[config.mk]
export PLATFORM = sky130hd
export DESIGN_NAME = eacc_top
export DESIGN_NICKNAME = d
export VERILOG_FILES = /design/src/rtl/eacc_pkg.sv /design/src/rtl/eacc_datapath.sv /design/src/rtl/eacc_ctrl.sv /design/src/rtl/eacc_top.sv
export SDC_FILE = /design/constraint.sdc
export NUM_CORES = 1
export LEC_CHECK = 0
export BUFFER_PORTS_ARGS = -buffer_cell sky130_fd_sc_hd__buf_2
export CAP_MARGIN = 20
export CORE_MARGIN = 2
export CORE_UTILIZATION = 45
export CTS_CLUSTER_DIAMETER = 30
export DETAILED_ROUTE_END_ITERATION = 6
export PLACE_DENSITY = 0.64
export SKIP_LAST_GASP = 1
export SLEW_MARGIN = 20
export SYNTH_ARGS = -nofsm -noshare
export SYNTH_HDL_FRONTEND = slang
export SYNTH_HIERARCHICAL = 1
export SYNTH_SLANG_ARGS = --single-unit
[constraint.sdc]
create_clock -name clk -period 2.64 [get_ports clk]
set_input_delay 0.396 -clock clk [delete_from_list [all_inputs] [get_ports clk]]
set_output_delay 0.396 -clock clk [all_outputs]
set_load 0.03 [all_outputs]
[src/rtl/eacc_pkg.sv]
package eacc_pkg;
  localparam int NUM_PHASES   = 3;
  localparam int SEL_W        = 2;
  localparam int ADDR_W       = 2;
  localparam int REG_W        = 8;
  localparam int HALF_FLAG    = 4;
  localparam int RD_RESET_BIT = 6;

  localparam logic [ADDR_W-1:0] ADDR_STATUS = 2'd0;
  localparam logic [ADDR_W-1:0] ADDR_MASK   = 2'd1;
  localparam logic [ADDR_W-1:0] ADDR_MODE   = 2'd2;

  // strobes from control to datapath
  typedef struct packed {
    logic                  rdEn;
    logic [SEL_W-1:0]      rdSel;
    logic [NUM_PHASES-1:0] clrAcc;
  } dpStrobes_t;
endpackage

[src/rtl/eacc_datapath.sv]
module eacc_datapath
  import eacc_pkg::*;
#(
  parameter int ACC_W = 32
) (
  input  logic                                 clk,
  input  logic                                 rstN,
  input  logic                                 sampleTick,
  input  logic [NUM_PHASES-1:0]                pulseIn,
  input  dpStrobes_t                           strobes,
  output logic [ACC_W-1:0]                     rdData,
  output logic                                 rdValid,
  output logic                                 halfEvt,
  output logic [NUM_PHASES-1:0][ACC_W-1:0]     accVal
);
  localparam int HALF_POS = ACC_W - 2;
  localparam logic [ACC_W-1:0] SAT_VAL = {1'b0, {(ACC_W-1){1'b1}}};

  logic [NUM_PHASES-1:0] hitVec;

  for (genvar g = 0; g < NUM_PHASES; g++) begin : gPhase
    logic [ACC_W-1:0] accReg;
    logic [ACC_W-1:0] incVal;
    logic [ACC_W-1:0] nextAcc;
    logic             counted;
    logic             bump;

    always_comb begin
      counted = sampleTick & pulseIn[g];
      bump    = counted & (accReg != SAT_VAL);
      incVal  = accReg + {{(ACC_W-1){1'b0}}, bump};
      if (strobes.clrAcc[g])
        nextAcc = {{(ACC_W-1){1'b0}}, counted};
      else
        nextAcc = incVal;
      hitVec[g] = bump & ~strobes.clrAcc[g] & ~accReg[HALF_POS] & incVal[HALF_POS];
    end

    always_ff @(posedge clk or negedge rstN) begin
      if (!rstN) accReg <= '0;
      else       accReg <= nextAcc;
    end

    assign accVal[g] = accReg;
  end

  assign halfEvt = |hitVec;

  logic [ACC_W-1:0] selVal;
  always_comb begin
    selVal = '0;
    for (int p = 0; p < NUM_PHASES; p++)
      if (strobes.rdSel == SEL_W'(p)) selVal = accVal[p];
  end

  always_ff @(posedge clk or negedge rstN) begin
    if (!rstN) begin
      rdData  <= '0;
      rdValid <= 1'b0;
    end else begin
      rdValid <= strobes.rdEn;
      if (strobes.rdEn) rdData <= selVal;
    end
  end
endmodule

[src/rtl/eacc_ctrl.sv]
module eacc_ctrl
  import eacc_pkg::*;
(
  input  logic              clk,
  input  logic              rstN,
  input  logic              rdStrobe,
  input  logic [SEL_W-1:0]  rdSel,
  input  logic              wrEn,
  input  logic [ADDR_W-1:0] wrAddr,
  input  logic [REG_W-1:0]  wrData,
  input  logic              halfEvt,
  output dpStrobes_t        strobes,
  output logic [REG_W-1:0]  statusReg,
  output logic              irqN
);
  logic [REG_W-1:0] maskReg;
  logic [REG_W-1:0] modeReg;
  logic [REG_W-1:0] statusNext;

  always_comb begin
    strobes.rdEn  = rdStrobe;
    strobes.rdSel = rdSel;
    for (int p = 0; p < NUM_PHASES; p++)
      strobes.clrAcc[p] = rdStrobe & modeReg[RD_RESET_BIT] & (rdSel == SEL_W'(p));
  end

  always_comb begin
    statusNext = statusReg;
    if (wrEn && wrAddr == ADDR_STATUS) statusNext = statusReg & ~wrData;
    if (halfEvt) statusNext[HALF_FLAG] = 1'b1;
  end

  always_ff @(posedge clk or negedge rstN) begin
    if (!rstN) begin
      statusReg <= '0;
      maskReg   <= '0;
      modeReg   <= '0;
    end else begin
      statusReg <= statusNext;
      if (wrEn && wrAddr == ADDR_MASK) maskReg <= wrData;
      if (wrEn && wrAddr == ADDR_MODE) modeReg <= wrData;
    end
  end

  assign irqN = ~|(statusReg & maskReg);
endmodule

[src/rtl/eacc_top.sv]
module eacc_top
  import eacc_pkg::*;
#(
  parameter int ACC_W = 32
) (
  input  logic                  clk,
  input  logic                  rstN,
  input  logic                  sampleTick,
  input  logic [NUM_PHASES-1:0] pulseIn,
  input  logic                  rdStrobe,
  input  logic [SEL_W-1:0]      rdSel,
  output logic [ACC_W-1:0]      rdData,
  output logic                  rdValid,
  input  logic                  wrEn,
  input  logic [ADDR_W-1:0]     wrAddr,
  input  logic [REG_W-1:0]      wrData,
  output logic [REG_W-1:0]      statusOut,
  output logic                  irqN
);
  dpStrobes_t                          strobes;
  logic                                halfEvt;
  logic [NUM_PHASES-1:0][ACC_W-1:0]    accVal;

  eacc_ctrl u_ctrl (
    .clk(clk), .rstN(rstN), .rdStrobe(rdStrobe), .rdSel(rdSel),
    .wrEn(wrEn), .wrAddr(wrAddr), .wrData(wrData), .halfEvt(halfEvt),
    .strobes(strobes), .statusReg(statusOut), .irqN(irqN)
  );

  eacc_datapath #(.ACC_W(ACC_W)) u_dp (
    .clk(clk), .rstN(rstN), .sampleTick(sampleTick), .pulseIn(pulseIn),
    .strobes(strobes), .rdData(rdData), .rdValid(rdValid),
    .halfEvt(halfEvt), .accVal(accVal)
  );
endmodule

Word-level counts from Yosys, hierarchy flattened
Cells that the tools add are included.
W data, S select, Z words.
- add/subtract/negate cells: 3
- equal/unequal tests: 7
- multiplexer cells: 8
- bitwise operators: 28
- reduce and logical (&&, ||, !) cells: 9
- operators with widths (kind ; number):
    $mux W32 ; 6
    $add A32 B1 Y32 ; 3
    $ne A32 B31 Y1 const B ; 3
    $and A1 B1 Y1 ; 19
    $and A8 B8 Y8 ; 2
    $not A8 Y8 ; 1
    $reduce_or A8 Y1 ; 1
    $not A1 Y1 ; 6
    $mux W5 ; 1
    $eq A2 B1 Y1 const B ; 2
    $eq A2 B2 Y1 const B ; 2
    $logic_not A2 Y1 ; 2
    $logic_and A1 B1 Y1 ; 3
    $reduce_or A3 Y1 ; 1
    $reduce_bool A2 Y1 ; 1
    $logic_not A1 Y1 ; 1
    $mux W1 ; 1
- bits in registers: 152
- input port bits: 20
- output and inout bits: 42
- word-level logic and storage cells: 64

Longest topological paths before layout
Gate-level depths: netlist (run 1).
- word-level depth: 8
- depth in mapped cells: 14
- gate-level depth less buffers: 12

Hierarchy
The synthesis (run 1) kept the hierarchy.
- modules (own cells, without submodules) (module ; instances ; cells each ; area each (µm²) ; sequential area each (µm²)):
    eacc_datapath ; 1 ; 733 ; 6736.5 ; 3228.1
    eacc_ctrl ; 1 ; 51 ; 748.2 ; 425.4

Worst setup path before layout (run 1)
No wires, ideal clock.
- path type: register -> register
- from: register u_dp.gPhase[0].accReg[9]
- to: register u_ctrl.statusReg[4]
- setup time: 0.082 ns
- arrival time: 2.711 ns
- required time: 2.558 ns
- slack: -0.153 ns
- stages on the path, launching flop included: 15
- buffers on the path: 2
- period minus slack after synthesis: 2.793 ns
- path through: dfrtp_1 -> and4_1 -> nand2_1 -> buf_2 -> nor4_1 -> a21oi_1 -> ha_1 -> ha_1 -> clkbuf_1 -> nand3_1 -> nor4_2 -> nor4b_1 -> a311o_1 -> nor2_1 -> a31oi_1
- word-level cells in the longest chain between the ends: 7
- elaborated cells on any way between the ends: 9
- classes of those cells: 1 x add/sub; 1 x eq/ne; 1 x mux; 4 x bitwise; 2 x reduce/logical
- ends and longest elaborated chain (item ; RTL line ; text):
    from (decl) ; eacc_datapath.sv:22 ; logic [ACC_W-1:0] accReg;
    from (signal assigned) ; eacc_datapath.sv:41 ; else accReg <= nextAcc;
    branches (longest 4 deep; another with $add A32 B1 Y32) ; n/a ;
    $and A1 B1 Y1 * ; eacc_datapath.sv:36 ; hitVec[g] = bump & ~strobes.clrAcc[g] & ~accReg[HALF_POS] & incVal[HALF_POS];
    $reduce_or A3 Y1 * ; eacc_datapath.sv:47 ; assign halfEvt = |hitVec;
    net halfEvt ; eacc_top.sv:21 ; logic halfEvt;
    $mux W1 or $reduce_bool A2 Y1 (tied branches) ; n/a ;
    to (signal assigned) ; eacc_ctrl.sv:39 ; statusReg <= statusNext;
    to (decl) ; eacc_ctrl.sv:13 ; output logic [REG_W-1:0] statusReg,
Mark *: on every way through the listed nets, which the timed path passes.
A chain may end at the register's enable or synchronous reset.

Final worst setup path (run 1)
- from: register u_dp.gPhase[2].accReg[17]
- to: register u_dp.gPhase[2].accReg[28]
- word-level cells in the longest chain between the ends: 4
- ends and longest elaborated chain (item ; RTL line ; text):
    from (decl) ; eacc_datapath.sv:22 ;
    from (signal assigned) ; eacc_datapath.sv:41 ;
    $ne A32 B31 Y1 ; eacc_datapath.sv:30 ; bump = counted & (accReg != SAT_VAL);
    $and A1 B1 Y1 ; eacc_datapath.sv:30 ;
    $add A32 B1 Y32 * ; eacc_datapath.sv:31 ; incVal = accReg + {{(ACC_W-1){1'b0}}, bump};
    $mux W32 * ; eacc_datapath.sv:32 ; if (strobes.clrAcc[g])
    net u_dp.gPhase[2].nextAcc[28] ; eacc_datapath.sv:24 ; logic [ACC_W-1:0] nextAcc;
The timed path passes the listed nets; every way through them passes the cells marked *.

==> results of run 1 <==
-- final timing paths --
kind,startpoint,endpoint,slack [ns],cells past startpoint
hold reg to reg,u_ctrl/modeReg[6],u_ctrl/modeReg[6],0.50,1
setup reg to reg,u_dp/gPhase[2].accReg[17],u_dp/gPhase[2].accReg[28],0.11,11
min in group clk,wrData[0],u_ctrl/statusReg[0],0.15,2
max in group asynchronous,rstN,u_dp/rdData[20],1.92,2
setup / recovery,u_dp/gPhase[2].accReg[17],u_dp/gPhase[2].accReg[28],0.11,11
hold / removal,rstN,u_dp/gPhase[0].accReg[13],-0.02,1
-- power by group through the flow --
stage	sequential (uW)	clock [uW]	combinational, uW
2_1_floorplan	2670	0	347
3_3_place_gp	2580	0	724
3_5_place_dp	2580	0	725
4_1_cts	2540	2630	731
5_1_grt	2560	2730	812
6_report	2540	2590	729
-- cell usage after synthesis, types with 2 or more instances --
cell / number
dfrtp_1: 146
nor2_1: 145
a21oi_1: 80
xor2_1: 38
nand2_1: 36
nand3_1: 36
xnor2_1: 36
clkbuf_1: 33
mux2i_1: 32
nand4_1: 26
nor3_1: 16
nor4_1: 16
o21ai_0: 16
inv_1: 14
or3_1: 14
and3_1: 12
and4_1: 12
mux2_4: 8
a21boi_1: 7
buf_2: 7
ha_1: 6
and2_1: 5
nor2b_1: 5
a22oi_1: 4
a31oi_1: 3
buf_4: 3
nand4_4: 3
nand3_2: 2
nand3b_1: 2
nor3b_1: 2
or4_1: 2
-- logic make-up (layout without fill, tap and decap cells) --
| group | count (synthesis) | count (layout) | share of synthesized area [%] |
|---|---|---|---|
| simple gates | 344 | 344 | 24.0 |
| flops | 146 | 146 | 48.8 |
| compound gates | 113 | 113 | 8.11 |
| xor+xnor | 74 | 74 | 8.66 |
| buf+inv | 59 | 173 | 3.24 |
| mux | 42 | 42 | 6.19 |
| fa+ha+maj | 6 | 6 | 1.00 |
-- area by class of cell --
class	instances	area, um^2	share of cell area [%]
clock buffer	22	484	5.31
clock inverter	9	153	1.67
inverter	14	52.6	0.576
multi-input combinational	579	3680	40.3
sequential	146	3650	40.1
tap	220	275	3.02
timing repair buffer	128	827	9.06
-- stage by stage --
stage                     hold WS, ns  setup TNS, ns  instances  util [%]
final                         -0.0159              0       1118      55.6
after global routing           0.0458         -0.115       1118      55.6
after CTS                      0.0228        -0.0168       1118      55.2
after detailed placement        0.479         -0.211       1085      51.2
after global placement          0.480        -0.0442       1085      51.2
after floorplan                 0.100        -0.0313        784         -
-- repair_timing --
item | 4_1_cts | 5_1_grt
endpoints found under the hold margin | 0 | 0
gates resized for setup | 2 | 14
endpoints found under the setup margin | 7 | 8
setup buffers | 2 | 0
pin swaps | 1 | 2
-- layer usage --
layer	track usage (%)	share of wire, %	vias to the layer above
met5	0	0	-
met4	8.42	2.1	0
met3	3.79	3.9	25
met2	32.8	46	132
met1	31.5	47	2889
li1	-	-	2928
-- state kept, by name, indices dropped and copies added (netlist names) --
name                count
u_dp/rdValid            1
u_ctrl/statusReg        8
u_dp/rdData            32
u_ctrl/modeReg          1
u_dp/gPhase.accReg     96
u_ctrl/maskReg          8
==> impl_results.md, run 1 <==
- Status: finished with violations
- Failing checks: hold timing
- Vias in the first global route: ~6000
- GRT overflow: 0
- Layout Skew: roughly 0.0063 ns
- WHS: -0.0159 ns
- Layout cell share with drive strength beyond 1: between 20% and 30%
- Logic pwr share: between 10% and 20%
- Hpwl dp: between 10000 and 15000 um
- CP delay by family, top: simple AND/OR/NAND/NOR gates
- Residual DRC: 0
- Area after DPL: 0.00840 mm^2
- DR WL/cell: 16.5 um
- Min setup slack post-route: around 0.11 ns
- First-pass GRT wire length: ~30000 um
- CTS clk-pin slew, worst paths: 0.06 ns
- Crit-path cells: and4_1, and4_1, and3_1, a31oi_1, ha_1, ha_1, nand4_1, buf_4, nor4_1, xnor2_1, nor2_1
- Max Slew Vio Count: 0
- Core Region: about 0.016 mm^2
- Worst slack at placement: -0.0749 ns
- Hold Fails Final Rpt: 15
- CP bufs+invs: 1
- Crit start category: flop
- Initial antenna violation count: 0
- Fraction of the yosys area taken by sequential cells: between 40% and 50%
- PortBufs: 61
- Post-DR vias/cell: ~5.3
- CP peak stage delay: roughly 0.37 ns
- # clock sinks: between 100 and 150
- Psw: approximately 1500 uW
- DRT iter0 DRCs: between 400 and 500
- Final Setup Violations: 0
- Total CTS buffers: 17
- Filler instances: between 1000 and 1500
- Design area: roughly 0.0091 mm^2
- Die H: ~130 um
- Post-synth top flop: dfrtp_1
- Element type at the critical path end: flop
- Slowest CP cell: dfrtp_1
- Hold Path Class: input port to async pin
- Final Power: between 5000 and 6000 uW
- Clock power frac: 44.2%
- Flop pwr share: a little over two fifths
- PwrDens: about 640 mW/mm^2
- H-tree Lvls: 4
- Max Buffers Root-to-Sink: 2
- Minimum clock period: approximately 2.5 ns
- Routed wire length: roughly 18000 um
- Area grow syn2layout: 21.9%
- Leading area contributor after synthesis: dfrtp_1
- F_max: around 0.39 GHz
- Area contributors post-synth: dfrtp_1, nor2_1, a21oi_1
- Boundary Pins: 62
- Critical Path RT: 2.93 ns
- Clock Root Buffer: clkbuf_16
- Crit Path Max Fanout: 5
- Nets: 912
- Die ar.: 0.0177 mm^2
- Total GRT Usage: around 22%
- Syn nets: 810
- Post-Syn Instances: between 700 and 800
- Gpl congestion: ~0.86
- Synth top area share: between 40% and 50%
- Largest net degree at the start of global routing: 75
- YS warnings: 6
- Kind of critical path: flop to flop
- Row count: 47
- Ant. Diodes: 0
- RSZ-0062 raised after global routing: true
- Die Wd: roughly 130 um
- Cell area after synthesis: between 0.007 and 0.008 mm^2
- Max_slew headroom: a little over half
- DRT Pass-1 Iters: 6
- Via Count: around 6000
- Worst slew pin tran: 0.701 ns
- Internal: 4360 uW
- Async S/R FF share, synth: 100%
- Distinct cells, synth: 48
- Max Cap Viol: 0
- Leak pwr: roughly 0.0043 uW
- Crit path arrival time: between 2 and 3 ns
- Final period util: 96.0%
- Cts hold-fix bufs: 0
- Maximum vdd drop: roughly 450 uV
- Seq cells post-synth: 146
- ANT nets after route: 0
- Number of flops mapped to enable cells by yosys: 0
- Commonest cells after routing, fill and taps aside: nor2_1, dfrtp_1, a21oi_1
- Syn_area_per_cell: between 9 and 10 um^2
- CTS tree: yes
- Initial Util: a little under half
- Sw Ratio: between 20% and 30%
- Worst skew pair latency: roughly 0.42 ns
No activity file was read; power rests on OpenSTA's default activity.
==> run 2, diff against run 1 <==
CELL_PAD_IN_SITES_DETAIL_PLACEMENT = 0   (was not set)
CELL_PAD_IN_SITES_GLOBAL_PLACEMENT = 1   (was not set)
PLACE_DENSITY = 0.76   (was 0.64)
clock period = 2.5 ns   (was 2.64 ns; I/O delays follow)
==> run 2 against run 1 <==
  * Clock power down 5%
  * Routed wire length up 8.4%
  * Clock skew up 0.0054 ns
  * The flow still finishes with violations (hold timing)
  * Non-clock buffer count up 19
  * Count of clock-buffer cells in the layout down 4
  * Flip-flop and latch count unchanged
  * Utilization up 1.3 points
  * Largest power group is now registers
  * First-iteration DRC count up 15%
  * Critical endpoint is now u_ctrl/statusReg[4]
  * Die area unchanged
==> impl_results.md, run 2 (synthesis gave the netlist of run 1 again) <==
- Status: finished with violations
- Final period util: 98.1% (+2.1 points)
- Final Setup Violations: 0 (unchanged)
- Slowest CP cell: dfrtp_1
- Failing checks: hold timing
- F_max: 0.408 GHz (+3.3%)
- Routed wire length: 20000 um (+8.4%)
- Crit start category: flop
- Max Cap Viol: 0 (unchanged)
- # clock sinks: 146 (unchanged)
- Die ar.: 0.0177 mm^2 (unchanged)
- Element type at the critical path end: flop
- DR WL/cell: 17.5 um (+6.5%)
- Area grow syn2layout: 24.8%
- Worst path depth: 12 (+1)
- Worst skew pair latency: 0.43 ns (about the same)
- First-pass GRT wire length: 32900 um (+8.5%)
- Placed Cells: 1101 (+1.5%)
- Max Slew Vio Count: 0 (unchanged)
- Critical path launch point: u_dp/gPhase[1].accReg[13]
- Total CTS buffers: 17 (unchanged)
- Commonest cells after routing, fill and taps aside: dfrtp_1, nor2_1, buf_4
- Die H: 133 um (unchanged)
- Layout cell share with drive strength beyond 1: 25.5% (+3.3 points)
- Design area: 0.00934 mm^2 (+2.4%)
- PortBufs: 61 (unchanged)
- Leak pwr: 0.00440 uW (+3.3%)
- Reg2Reg Depth: 12 (+1)
- CP Capture Point: u_ctrl/statusReg[4]
- Clock power frac: 41.0% (-3.2 points)
- Core Region: 0.0164 mm^2 (unchanged)
- Register bank with the most flops: u_dp/gPhase.accReg
- Worst slew pin tran: 0.737 ns (+0.0357 ns)
- Max Buffers Root-to-Sink: 2 (unchanged)
- Residual DRC: 0 (unchanged)
- Crit path arrival time: 2.79 ns (-0.04 ns)
- Sw Ratio: 27.8% (+2.1 points)
- Die Wd: 133 um (unchanged)
- Hold Path Class: input port to async pin
- Psw: 1670 uW (+11%)
- Internal: 4340 uW (-0.45%)
- WHS: -0.00774 ns (+0.00814 ns)
- CTS tree: yes
- RSZ-0062 raised after global routing: true
- Initial Util: 45.6% (unchanged)
- Total GRT Usage: 23.6% (+1.8 points)
- Most common cell on crit path: a31oi_1
- Met2 WL: 9420 um (+10%)
- Logic pwr share: 14.3% (+1.9 points)
- Crit Path Max Fanout: 4 (-1)
- Boundary Pins: 62 (unchanged)
- Vias in the first global route: 6380 (+9.2%)
- Met3 WL: 666 um (-8.3%)
- R2r startpoint: u_dp/gPhase[1].accReg[13]
- CP bufs+invs: 0 (-1)
- DRT iter0 DRCs: 473 (+15%)
- Highest routed metal layer: met4
- PwrDens: 643 mW/mm^2 (about the same)
- CP delay by family, top: simple AND/OR/NAND/NOR gates
- R2r endpoint: u_ctrl/statusReg[4]
- Largest registers: u_dp/gPhase.accReg (96), u_dp/rdData (32)
- Layout Skew: 0.0117 ns (+0.00538 ns)
- Final Power: 6000 uW (+2.4%)
- Area after DPL: 0.00860 mm^2 (+2.4%)
- Minimum clock period: 2.45 ns (-0.0820 ns)
- Crit-path cells: and4_1, and2_4, a31oi_1, ha_2, ha_4, nand2_2, nor3_1, nand3_1, nor4_2, a311o_1, nor2_1, a31oi_1
- Nets: 931 (+2.1%)
- Ant. Diodes: 0 (unchanged)
- Gpl congestion: 0.848 (-1.2%)
- Commonest non-fill, non-tap cell in the layout: dfrtp_1
- Non-Filler Instances: 1138 (+1.8%)
- Via Count: 6179 (+3.4%)
- Routed length on met1: 9560 um (+9.4%)
- Post-DR vias/cell: 5.43 (+1.6%)
- Maximum vdd drop: 528 uV (+17%)
- Worst slack at placement: 0.00423 ns (+0.0792 ns)
- GRT overflow: 0 (unchanged)
- Row count: 47 (unchanged)
- Critical Path RT: 2.84 ns (-0.09 ns)
- Kind of critical path: flop to flop
- CTS clk-pin slew, worst paths: 0.06 ns (about the same)
- CP peak stage delay: 0.39 ns (+0.02 ns)
- DRT Pass-1 Iters: 4 (-2)
- Flop pwr share: 44.6% (+1.3 points)
- ANT nets after route: 0 (unchanged)
- Max_slew headroom: 50.9% (-2.4 points)
- Largest register FFs: 96 (unchanged)
- Clock Root Buffer: clkbuf_16
- Initial antenna violation count: 0 (unchanged)
- Largest net degree at the start of global routing: 78 (+4.0%)
- Hold Fails Final Rpt: 12 (-3)
- H-tree Lvls: 4 (unchanged)
- R2R setup slack: 0.05 ns (-0.06 ns)
- Min setup slack post-route: 0.0482 ns (-0.0580 ns)
- Hpwl dp: 14100 um (+8.0%)
[run 2: changes by cell type in the layout (fill, tap and decap cells not counted), moves of 3 or more]
cell / change
nor3_1: -3
buf_4: +17
ha_1: -4
clkinv_4: +3
nor4_4: +3
clkinv_2: +3
nor3_2: +3
and4_1: -3
and4_4: +5
clkbuf_8: -4
[run 2: worst register-to-register path: cells and delay by family, from the launching register on]
family	cells	cell delay, ns
flops	1	0.39
simple gates	7	1.12
fa+ha+maj	2	0.39
compound gates	3	0.48
[run 2: repair_timing]
| item | CTS | global route |
|---|---|---|
| buffers inserted | 0 | 5 |
| gates resized for setup | 2 | 21 |
| hold endpoints to repair | 0 | 0 |
| setup endpoints to repair | 2 | 22 |
| pin swaps | 0 | 8 |
| hold buffers | 0 | 0 |
[run 2: how the worst min path moves through the flow]
stage               startpoint                       end  cells after the start
floorplan                 rstN         u_ctrl/maskReg[0]                      0
global placement          rstN           u_dp/rdData[10]                      1
detailed placement        rstN  u_dp/gPhase[2].accReg[9]                      1
CTS                       rstN           u_dp/rdData[10]                      1
global route              rstN           u_dp/rdData[11]                      1
finish                    rstN            u_dp/rdData[9]                      1
[run 2: metrics by stage]
step	setup TNS [ns]	utilization, %
final	0	56.9
after global placement	0	52.4
after CTS	0	56.0
after global routing	-0.445	56.9
after detailed placement	0	52.4
after floorplan	-0.0572	-
[run 2: power groups by stage]
stage	registers, uW	clock network, uW	logic (uW)
floorplan	2820	0	378
detailed placement	2720	0	839
global placement	2710	0	820
global route	2710	2620	950
finish	2680	2460	859
CTS	2670	2510	843
[run 2: metal layers]
metal  GRT usage, %  up-vias
li1               -     2958
met1           33.4     3086
met2           36.9      113
met3           4.02       22
met4           7.83        0
met5              0        -
[run 2: area by class of cell]
cell class / count / area [um^2]
Timing Repair Buffer: 147 / 986
Multi-Input combinational cell: 579 / 3800
Fill cell: 1447 / 7060
Inverter: 14 / 52.6
Tap cell: 220 / 275
Clock inverter: 14 / 141
Sequential cell: 146 / 3650
Clock buffer: 18 / 429
==> run 3, diff against run 2 <==
CORE_UTILIZATION = 42   (was 45)
PLACE_DENSITY = 0.75   (was 0.76)
SLEW_MARGIN = not set   (was 20)
SYNTH_HIERARCHICAL = not set   (was 1)
clock period = 2.2 ns   (was 2.5 ns; I/O delays follow)
==> run 3 against run 2 <==
  * The run ends with setup timing left
  * First-iteration DRC count grew 17%
  * Synthesized area grew 1.6%
  * Critical path depth grew 1
  * Setup slack lost 0.58 ns
  * Via count grew 19%
  * Clock skew shrank 0.0047 ns
  * Cell area grew 16%
  * Critical endpoint is now u_dp.gPhase[2].accReg[25]
  * Largest cell class unchanged
==> impl_results.md, run 3 <==
- Final Power: 7320 uW (+22%)
- Die Wd: 139 um (+4.2%)
- Cell area after synthesis: 0.00761 mm^2 (+1.6%)
- Initial antenna violation count: 0 (unchanged)
- Area contributors post-synth: dfrtp_1, a21oi_1, nor2_1
- Most instantiated cells after synthesis: dfrtp_1, nor2_1, a21oi_1
- WHS: 0.103 ns (+0.111 ns)
- Ant. Diodes: 0 (unchanged)
- Post-synth top flop: dfrtp_1
- H-tree Lvls: 4 (unchanged)
- Largest registers: u_dp.gPhase.accReg (96), u_dp.rdData (32)
- Largest register FFs: 96 (unchanged)
- PwrDens: 675 mW/mm^2 (+5.0%)
- Commonest cells after routing, fill and taps aside: buf_4, dfrtp_1, nor2_1
- PortBufs: 61 (unchanged)
- Minimum clock period: 2.73 ns (+0.278 ns)
- Seq cells post-synth: 146 (unchanged)
- Final Setup Violations: 53 (+53)
- Commonest non-fill, non-tap cell in the layout: buf_4
- Layout cell share with drive strength beyond 1: 38.6% (+13 points)
- CP Capture Point: u_dp.gPhase[2].accReg[25]
- # clock sinks: 146 (unchanged)
- ANT nets after route: 0 (unchanged)
- Vias in the first global route: 7258 (+14%)
- Kind of critical path: flop to flop
- Die ar.: 0.0192 mm^2 (+8.6%)
- Critical path launch point: u_dp.gPhase[2].accReg[24]
- Fraction of the yosys area taken by sequential cells: 48.0% (-0.79 points)
- R2r endpoint: u_dp.gPhase[2].accReg[25]
- Crit start category: flop
- Min setup slack post-route: -0.530 ns (-0.578 ns)
- Post-Syn Instances: 815 (+4.0%)
- Max Slew Vio Count: 0 (unchanged)
- Syn nets: 841 (+3.8%)
- CTS tree: yes
- DRT Pass-1 Iters: 5 (+1)
- Core Region: 0.0178 mm^2 (+8.7%)
- Hold Crit Start: wrData[7]
- GRT overflow: 0 (unchanged)
- Total GRT Usage: 24.5% (+0.97 points)
- Crit path arrival time: 3.04 ns (+0.25 ns)
- YS warnings: 0 (-6)
- R2R setup slack: -0.53 ns (-0.58 ns)
- Most frequent cell after synthesis: dfrtp_1
- Max Buffers Root-to-Sink: 2 (unchanged)
- Hold Fails Final Rpt: 0 (-12)
- Hold Path Class: input port to flop
- R2r startpoint: u_dp.gPhase[2].accReg[24]
- Number of flops mapped to enable cells by yosys: 0 (unchanged)
- Total CTS buffers: 17 (unchanged)
- Register bank with the most flops: u_dp.gPhase.accReg
- DR WL/cell: 18.8 um (+7.0%)
- Final period util: 124% (+26 points)
- Largest net degree at the start of global routing: 54 (-31%)
- First-pass GRT wire length: 37600 um (+14%)
- Hpwl dp: 16600 um (+17%)
- DRT iter0 DRCs: 553 (+17%)
- Layout Skew: 0.00706 ns (-0.00467 ns)
- Critical Path RT: 2.51 ns (-0.33 ns)
- Max_slew headroom: 61.8% (+11 points)
- Worst slew pin tran: 0.570 ns (-0.167 ns)
- Residual DRC: 0 (unchanged)
- Leak pwr: 0.00498 uW (+13%)
- CTS clk-pin slew, worst paths: 0.06 ns (about the same)
- Design area: 0.0108 mm^2 (+16%)
- Routed wire length: 24100 um (+21%)
- RSZ-0062 raised after global routing: true
- Failing checks: setup timing
- Synth top area share: 48.0% (-0.79 points)
- Gpl congestion: 0.879 (+3.7%)
- Leading area contributor after synthesis: dfrtp_1
- F_max: 0.366 GHz (-10%)
- Worst skew pair latency: 0.43 ns (about the same)
- Via Count: 7355 (+19%)
- Initial Util: 42.6% (-3.0 points)
- Nets: 1072 (+15%)
- Die H: 139 um (+4.2%)
- Clock Root Buffer: clkbuf_16
- Crit Path Max Fanout: 5 (+1)
- Post-DR vias/cell: 5.71 (+5.3%)
- Boundary Pins: 62 (unchanged)
- Area after DPL: 0.00937 mm^2 (+9.0%)
- Maximum vdd drop: 551 uV (+4.5%)
- Element type at the critical path end: flop
- Async S/R FF share, synth: 100% (unchanged)
- Syn_area_per_cell: 9.33 um^2 (-2.2%)
- Max Cap Viol: 0 (unchanged)
- Row count: 49 (+4.3%)
- Reg2Reg Depth: 13 (+1)
- Distinct cells, synth: 46 (-4.2%)
- Status: finished with violations
- Area grow syn2layout: 42.5%
[run 3: cell count changes in the layout (fill, tap and decap cells not counted), sizes merged, moves of 9 or more]
| cell | before | now |
|---|---|---|
| buf | 147 | 259 |
| nor2 | 145 | 117 |
| a21oi | 80 | 106 |
| or4 | 2 | 24 |
| xor2 | 38 | 18 |
| xnor2 | 36 | 17 |
| o31ai | 1 | 19 |
| nand2 | 36 | 51 |
| or3 | 14 | 26 |
| nand3 | 38 | 27 |
| nor4 | 18 | 8 |
| and3 | 12 | 3 |
[run 3: timing repair]
item | CTS | global route
gates resized for setup | 40 | 75
buffers inserted | 33 | 13
endpoints found under the hold margin | 50 | 0
cloned | 2 | 0
pin swaps | 34 | 36
endpoints found under the setup margin | 57 | 81
hold buffers | 1 | 0
[run 3: routing by layer]
layer  vias up  wire length (um)  GRT usage, %
met5         -                 0             0
met3        41              1110          4.28
met4         0               533          9.29
li1       3456                 -             -
met1      3646             10700          32.6
met2       212             11800          40.4
[run 3: cell type report]
type | instances | area, um^2
Clock inverter | 10 | 155
Timing Repair Buffer | 260 | 1900
Fill cell | 1479 | 7000
Clock buffer | 21 | 480
Inverter | 6 | 22.5
Tap cell | 229 | 287
Multi-Input combinational cell | 615 | 4340
Sequential cell | 146 | 3650
[run 3: metrics by stage]
step / utilization, % / std cells / setup TNS [ns] / worst slack [ns]
floorplan: - / 815 / -16.41 / -0.608
global placement: 52.5 / 1215 / -9.22 / -0.393
detailed placement: 52.5 / 1215 / -12.88 / -0.446
CTS: 58.5 / 1278 / -10.24 / -0.383
global route: 60.8 / 1287 / -20.10 / -0.623
finish: 60.8 / 1287 / -13.47 / -0.530
[run 3: how the worst min path moves through the flow]
stage                                     endpoint  slack [ns]  depth (start not counted)
after floorplan                  u_ctrl.maskReg[0]        0.03                          0
after global placement    u_dp.gPhase[2].accReg[7]        0.32                          1
after detailed placement  u_dp.gPhase[2].accReg[7]        0.33                          1
after CTS                      u_ctrl.statusReg[7]        0.09                          2
after global routing           u_ctrl.statusReg[7]        0.11                          2
final                          u_ctrl.statusReg[7]        0.10                          2
[run 3: cell families after synthesis]
family	synth area share (%)
compound gates	14.0
buf+inv	2.96
mux	6.07
simple gates	23.9
flops	48.0
xor+xnor	4.03
fa+ha+maj	0.987
[run 3: critical path: stages, from the launching register on]
cell      delay, ns
dfrtp_1        0.38
and3_4         0.19
nand4_1        0.10
nor2_2         0.06
a31oi_1        0.15
ha_2           0.22
buf_4          0.11
buf_6          0.09
nand4_1        0.15
buf_4          0.19
buf_4          0.12
or4_4          0.50
o311ai_4       0.25
nand2_1        0.09
[run 3: where the power goes]
part,switching (uW),internal [uW],leakage [uW],total (uW)
Sequential,112,2880,0.00195,2990
Combinational,703,484,0.00272,1190
Clock,1140,2000,0.000311,3140
Total,1950,5360,0.00498,7320
